## config.mk

```make
export PLATFORM = sky130hd
export DESIGN_NAME = tick_timer
export DESIGN_NICKNAME = d
export VERILOG_FILES = /design/src/rtl/tick_timer_pkg.sv /design/src/rtl/tick_prescaler.sv /design/src/rtl/tick_downcounter.sv /design/src/rtl/tick_timer.sv
export SDC_FILE = /design/constraint.sdc
export NUM_CORES = 1
export LEC_CHECK = 0
export BUFFER_PORTS_ARGS = -buffer_cell sky130_fd_sc_hd__clkbuf_2
export CELL_PAD_IN_SITES_DETAIL_PLACEMENT = 0
export CELL_PAD_IN_SITES_GLOBAL_PLACEMENT = 1
export CORE_MARGIN = 3
export CORE_UTILIZATION = 35
export CTS_CLUSTER_DIAMETER = 40
export DETAILED_ROUTE_END_ITERATION = 8
export PLACE_DENSITY_LB_ADDON = 0.3
export SLEW_MARGIN = 0
export SYNTH_ARGS = -nofsm -noshare
export SYNTH_HDL_FRONTEND = slang
export SYNTH_HIERARCHICAL = 1
export SYNTH_SLANG_ARGS = --single-unit
export TNS_END_PERCENT = 30
```

## constraint.sdc

```tcl
create_clock -name clk_i -period 3.4 [get_ports clk_i]
set_input_delay 0.17 -clock clk_i [delete_from_list [all_inputs] [get_ports clk_i]]
set_output_delay 0.17 -clock clk_i [all_outputs]
set_load 0.01 [all_outputs]
```

## src/rtl/tick_timer_pkg.sv

```systemverilog
package tick_timer_pkg;
  localparam int unsigned ADDR_W     = 2;
  localparam logic [ADDR_W-1:0] A_CTRL   = 2'd0;
  localparam logic [ADDR_W-1:0] A_RELOAD = 2'd1;
  localparam logic [ADDR_W-1:0] A_CUR    = 2'd2;
  localparam logic [ADDR_W-1:0] A_STATUS = 2'd3;

  localparam int unsigned GLB_BIT  = 0;
  localparam int unsigned SEL_LSB  = 4;
  localparam int unsigned SEL_W    = 4;
  localparam int unsigned TICK_BIT = 8;
  localparam int unsigned MIN_RELOAD = 2;

  typedef struct packed {
    logic             tick_en;
    logic [SEL_W-1:0] sel;
    logic             glb_en;
  } ctrl_t;
endpackage

```

## src/rtl/tick_prescaler.sv

```systemverilog
module tick_prescaler #(
  parameter int unsigned PRESC_W = 15,
  parameter int unsigned SEL_W   = 4
) (
  input  logic             clk_i,
  input  logic             rst_ni,
  input  logic             ref_i,
  input  logic [SEL_W-1:0] sel_i,
  input  logic             clear_i,
  output logic             step_o
);
  logic [PRESC_W-1:0] cnt_q;
  logic [PRESC_W-1:0] mask;

  assign mask   = ~({PRESC_W{1'b1}} << sel_i);
  assign step_o = ref_i && ((cnt_q & mask) == mask);

  always_ff @(posedge clk_i or negedge rst_ni) begin
    if (!rst_ni)      cnt_q <= '0;
    else if (clear_i) cnt_q <= '0;
    else if (ref_i)   cnt_q <= cnt_q + 1'b1;
  end

  p_clear_zero_r10: assert property (@(posedge clk_i) disable iff (!rst_ni)
    clear_i |=> (cnt_q == '0));
endmodule

```

## src/rtl/tick_downcounter.sv

```systemverilog
module tick_downcounter #(
  parameter int unsigned CNT_W = 32
) (
  input  logic             clk_i,
  input  logic             rst_ni,
  input  logic             load_i,
  input  logic             stop_i,
  input  logic             step_i,
  input  logic [CNT_W-1:0] reload_i,
  output logic [CNT_W-1:0] cur_o,
  output logic             expire_o
);
  logic [CNT_W-1:0] cur_q;
  logic             run_q;

  assign cur_o    = cur_q;
  assign expire_o = run_q && step_i && (cur_q == CNT_W'(1)) && !load_i && !stop_i;

  always_ff @(posedge clk_i or negedge rst_ni) begin
    if (!rst_ni) begin
      cur_q <= '0;
      run_q <= 1'b0;
    end else if (load_i) begin
      cur_q <= reload_i;
      run_q <= 1'b1;
    end else if (stop_i) begin
      run_q <= 1'b0;
    end else if (run_q && step_i) begin
      cur_q <= (cur_q == CNT_W'(1)) ? reload_i : cur_q - 1'b1;
    end
  end

  p_hold_stopped_r6: assert property (@(posedge clk_i) disable iff (!rst_ni)
    (!run_q && !load_i) |=> $stable(cur_q));
  p_step_dec_r2: assert property (@(posedge clk_i) disable iff (!rst_ni)
    (run_q && step_i && !load_i && !stop_i && cur_q > CNT_W'(1))
    |=> (cur_q == $past(cur_q) - 1'b1));
  p_reload_r7: assert property (@(posedge clk_i) disable iff (!rst_ni)
    expire_o |=> (cur_q == $past(reload_i)));
  p_no_zero_run_r7: assert property (@(posedge clk_i) disable iff (!rst_ni)
    run_q |-> (cur_q != '0));
endmodule

```

## src/rtl/tick_timer.sv

```systemverilog
module tick_timer
  import tick_timer_pkg::*;
#(
  parameter int unsigned DATA_W  = 32,
  parameter int unsigned CNT_W   = 32,
  parameter int unsigned PRESC_W = 15
) (
  input  logic              clk_i,
  input  logic              rst_ni,
  input  logic              ref_tick_i,
  input  logic              wr_en_i,
  input  logic [ADDR_W-1:0] addr_i,
  input  logic [DATA_W-1:0] wdata_i,
  output logic [DATA_W-1:0] rdata_o,
  output logic              tick_irq_o
);
  ctrl_t            ctrl_q, ctrl_d;
  logic [CNT_W-1:0] reload_q, cur;
  logic             pend_q;
  logic             wr_ctrl, wr_reload, wr_status;
  logic             start, stop, sel_chg, step, expire;

  assign wr_ctrl   = wr_en_i && (addr_i == A_CTRL);
  assign wr_reload = wr_en_i && (addr_i == A_RELOAD);
  assign wr_status = wr_en_i && (addr_i == A_STATUS);

  assign ctrl_d.glb_en  = wdata_i[GLB_BIT];
  assign ctrl_d.sel     = wdata_i[SEL_LSB +: SEL_W];
  assign ctrl_d.tick_en = wdata_i[TICK_BIT];

  // Edge-only start and stop, judged against the stored bits
  assign start   = wr_ctrl && ctrl_d.glb_en && ctrl_d.tick_en && !ctrl_q.tick_en
                   && (reload_q != '0);
  assign stop    = wr_ctrl && ((ctrl_q.tick_en && !ctrl_d.tick_en) ||
                               (ctrl_q.glb_en && !ctrl_d.glb_en));
  assign sel_chg = wr_ctrl && (ctrl_d.sel != ctrl_q.sel);

  always_ff @(posedge clk_i or negedge rst_ni) begin
    if (!rst_ni) begin
      ctrl_q   <= '0;
      reload_q <= '0;
      pend_q   <= 1'b0;
    end else begin
      if (wr_ctrl) ctrl_q <= ctrl_d;
      if (wr_reload && (wdata_i[CNT_W-1:0] > CNT_W'(MIN_RELOAD)))
        reload_q <= wdata_i[CNT_W-1:0];
      if (expire)                      pend_q <= 1'b1;
      else if (wr_status && wdata_i[0]) pend_q <= 1'b0;
    end
  end

  tick_prescaler #(.PRESC_W(PRESC_W), .SEL_W(SEL_W)) u_presc (
    .clk_i   (clk_i),
    .rst_ni  (rst_ni),
    .ref_i   (ref_tick_i),
    .sel_i   (ctrl_q.sel),
    .clear_i (sel_chg),
    .step_o  (step)
  );

  tick_downcounter #(.CNT_W(CNT_W)) u_cnt (
    .clk_i    (clk_i),
    .rst_ni   (rst_ni),
    .load_i   (start),
    .stop_i   (stop),
    .step_i   (step),
    .reload_i (reload_q),
    .cur_o    (cur),
    .expire_o (expire)
  );

  always_comb begin
    rdata_o = '0;
    case (addr_i)
      A_CTRL: begin
        rdata_o[GLB_BIT]             = ctrl_q.glb_en;
        rdata_o[SEL_LSB +: SEL_W]    = ctrl_q.sel;
        rdata_o[TICK_BIT]            = ctrl_q.tick_en;
      end
      A_RELOAD: rdata_o = DATA_W'(reload_q);
      A_CUR:    rdata_o = DATA_W'(cur);
      default:  rdata_o[0] = pend_q;
    endcase
  end

  assign tick_irq_o = pend_q;

  p_small_reload_r3: assert property (@(posedge clk_i) disable iff (!rst_ni)
    (wr_reload && (wdata_i[CNT_W-1:0] <= CNT_W'(MIN_RELOAD))) |=> $stable(reload_q));
  p_expire_irq_r7: assert property (@(posedge clk_i) disable iff (!rst_ni)
    expire |=> tick_irq_o);
  p_clear_irq_r8: assert property (@(posedge clk_i) disable iff (!rst_ni)
    (wr_status && wdata_i[0] && !expire) |=> !tick_irq_o);
endmodule

```

==> qor_table.md <==
| Step | Quantity | Reported |
|---|---|---|
| detailed routing | Count of antenna-violating nets left after detailed routing | 0 |
| cts | CTS hold repair buffers | 0 |
| timing | Normalized max-slew margin | 9.00% |
| timing | Worst slew pin tran | 1.36 ns |
| critical path | Number of buffer and inverter stages on the critical path | 0 |
| global route | GRT Overall Usage | 22.3% |
| cts | Clock transition at the registers of the reported paths | 0.07 ns |
| floorplan | Width of the chip | 130 um |
| yosys | Syn. warnings | 6 |
| final layout | Top library cells by usage in the layout, fill and taps aside | dfrtp_1 (87), clkbuf_2 (69), nor2_1 (47), mux2_2 (37), nand2_1 (33) |
| pwr | Power share of the sequential group | 48.5% |
| critical path | Cell family with the largest share of critical-path delay | simple AND/OR/NAND/NOR gates |
| detailed routing | Total detailed-routing wirelength | 18000 um |
| critical path | Cell with the largest stage delay on the worst path | nor2_1 |
| floorplan | Count of standard-cell rows | 44 |
| pwr | Max VDD drop | 323 uV |
| detailed routing | Via count normalized by instance count | 6.09 |
| timing | Hold slack | -0.0388 ns |
| critical path | Arrival time reported for the critical path endpoint | 3.38 ns |
| timing | Clock period minus worst slack | 3.15 ns |
| critical path | CP endpoint kind | flip-flop |
| critical path | Worst-case reg-to-reg path depth | 7 |
| yosys | Mean instance size in the synthesized netlist | 9.58 sq um |
| cts | Post-CTS setup buffer count | 0 |
| critical path | Critical path cell sequence | nor4_1 -> nand4_1 -> nor2_1 -> nor4_2 -> nor2_1 -> nor4_1 -> a221o_1 |
| critical path | Worst setup slack for register-to-register paths | 0.25 ns |
| cts | Clock root buffer | clkbuf_16 |
| pwr | Portion of total power attributed to combinational logic | 22.6% |
| job | Max capacitance violation total | 0 |
| detailed routing | Count of TritonRoute iterations in the first routing pass | 5 |
| run status | Result of the run | finished with violations |
| cts | Number of H-tree branching levels | 3 |
| cts | Number of sinks handled by clock tree synthesis | 87 |
| pwr | Net switching power | 1.10 mW |
| pwr | Power density over cell area | 511 mW/mm^2 |
| timing | Worst clock skew | 0.00686 ns |
| critical path | Endpoint of the lowest-slack register-to-register path | u_cnt/cur_o[19] |
| critical path | Critical Path Source Type | flip-flop |
| detailed routing | Drt first-iter violations | 419 |
| pwr | Power consumption | 3.21 mW |
| run status | Violated checks | hold timing |
| timing | Share of the cycle needed by the critical path after routing | 92.6% |
| yosys | Post-synthesis sequential area ratio | 40.7% |
| floorplan | Die Area | 0.0168 sq mm |
| placement | Sum of net half-perimeters after detailed placement | 13100 um |
| floorplan | Vertical die dimension | 130 um |
| cts | Clock latency reported for the late side of the worst-skew pair | 0.35 ns |
| yosys | Async SR Flop Fraction | 100% |
| global route | Number of antenna violations at the first check in global routing | 0 |
| cts | CTS tree | done |
| pwr | Sw Share | 34.3% |
| final layout | Share of final-layout standard cells stronger than drive strength 1 | 25.9% |
| yosys | Netlist area before placement | 0.00535 sq mm |
| detailed routing | Detail-routed net length per standard cell | 21.8 um |
| floorplan | Initial cell density of the core | 36.3% |
| critical path | Type of the setup path with the least slack | flip-flop to flip-flop |
| floorplan | Io pins | 71 |
| timing | Final-report setup violation count | 0 |
| yosys | Post-Syn Nets | 604 |
| yosys | EDFF count, synth | 0 |
| timing | Max-slew violation count | 0 |
| final layout | Number of nets in the layout | 683 |
| critical path | Data required time of the critical path | 3.64 ns |
| global route | Wire length of the first global-routing pass | 28900 um |
| global route | Gr ovfl total | 0 |
| pwr | Cell leakage power | 2.61 nW |
| pwr | Cell internal pwr | 2.11 mW |
| placement | Final estimated routing congestion in global placement | 0.881 |
| yosys | Prevailing post-synth register cell | dfrtp_1 |
| yosys | Number of distinct library cells after synthesis | 67 |
| cts | PostCTS Resize Cnt | 0 |
| timing | RSZ-0062 raised after global routing | no |
| cts | Total CTS buffers | 9 |
| global route | Vias in the first global route | 5109 |
| critical path | FF-to-FF Start | reload_q[17] |
| yosys | Flip-flop and latch count after synthesis | 87 |
| cts | Deepest clock path buffer count | 2 |
| global route | Maximum number of pins on one net before global-route repair | 75 |
| critical path | Maximum fanout along the worst path | 17 |
| timing | Peak clock frequency supported by timing | 318 MHz |
| timing | Final setup TNS | 0 ns |
| yosys | Gate count of the mapped netlist | 559 |
| detailed routing | Drc violations | 0 |
| floorplan | Core footprint | 0.0148 sq mm |
| final layout | Commonest non-fill, non-tap cell in the layout | dfrtp_1 |
| timing | Final-report hold violation count | 13 |
| final layout | Area growth, synth to finish | 17.3% |
| detailed routing | Count of vias placed by the detailed router | 5031 |
| min path | Type of the most critical hold path | primary input to async pin |
| placement | Count of buffers inserted at the top-level ports | 70 |
| critical path | Highest cell delay on the worst timing path | 1.03 ns |
| pwr | Clock network fraction of design power | 28.8% |
| final layout | Number of antenna cells inserted | 0 |
==> cell usage after synthesis, drive strengths merged, types with 4 or more instances <==
cell,n,area share [%]
nor3,17,1.8
a22oi,28,3.9
xnor2,10,1.6
clkbuf,24,1.7
ha,7,1.6
a211oi,4,0.56
nor2,47,3.3
a221o,8,1.5
nand4,17,2.0
mux2i,5,0.94
o22a,4,0.65
o21ai,14,1.3
a222oi,6,1.1
or4,11,1.5
nor2b,27,3.2
dfrtp,87,41
a21oi,15,1.4
mux2,39,8.2
o211ai,8,1.2
and3,7,0.84
inv,14,0.98
o31ai,8,1.2
nand2,33,2.3
xor2,8,1.3
buf,9,1.3
nand3,13,1.2
nor4,30,3.6
or3,9,1.1
==> kinds of logic after synthesis <==
logic type / Yosys count / synth area share, %
AND/OR/NAND/NOR: 226 / 23.1
AO/OA/AOI/OAI: 129 / 18.4
flip-flops: 87 / 40.7
buffers and inverters: 48 / 4.07
multiplexers: 44 / 9.14
XOR/XNOR: 18 / 2.95
adder cells (fa/ha/maj): 7 / 1.64
==> routing by layer <==
| metal | wire [um] | global-route usage (%) |
|---|---|---|
| met1 | 8590 | 31.9 |
| met5 | 0 | 0 |
| met3 | 821 | 3.38 |
| met2 | 8110 | 33.8 |
| met4 | 476 | 9.23 |
==> final cells by class <==
type	count	area (sq um)
clock buffer	12	246
clock inverter	3	20.0
fill	1460	8470
inverter	15	56.3
multi-input combinational	424	2960
sequential	87	2180
tap	184	230
timing repair buffer	101	586
==> flip-flops by register name, summed over array words and instances, names as in the netlist <==
signal and flops:
reload_q 32, u_cnt/cur_o 32, u_presc/cnt_q 15, ctrl_q 6, tick_irq_o 1, u_cnt/run_q 1
==> power groups by stage <==
stage / Combinational (mW) / Sequential, mW / Clock (mW)
3_3_place_gp: 0.709 / 1.56 / 0
5_1_grt: 0.807 / 1.59 / 0.993
2_1_floorplan: 0.500 / 1.43 / 0
4_1_cts: 0.726 / 1.55 / 0.945
6_report: 0.726 / 1.56 / 0.925
3_5_place_dp: 0.721 / 1.57 / 0
==> metrics by stage <==
step	setup WS (ns)	hold WS, ns	std cells	util (%)	area (sq um)
floorplan	0.828	-0.126	559	-	5350
global placement	0.355	0.387	811	40.8	6010
detailed placement	0.268	0.395	811	40.8	6010
CTS	0.272	0.0197	826	42.6	6280
global route	0.128	0.0495	826	42.6	6280
finish	0.253	-0.0388	826	42.6	6280
==> worst max path at each step <==
stage                       from              end  slack (ns)  cells past startpoint
detailed placement  reload_q[17]  u_cnt/cur_o[19]        0.27                      7
CTS                 reload_q[17]  u_cnt/cur_o[19]        0.27                      7
finish              reload_q[17]  u_cnt/cur_o[19]        0.25                      7
global placement    reload_q[17]  u_cnt/cur_o[19]        0.36                      7
floorplan              ctrl_q[1]  u_cnt/cur_o[11]        0.83                      9
global route           ctrl_q[1]  u_cnt/cur_o[21]        0.13                      9
Note: power is estimated with default switching activity, not from simulation.
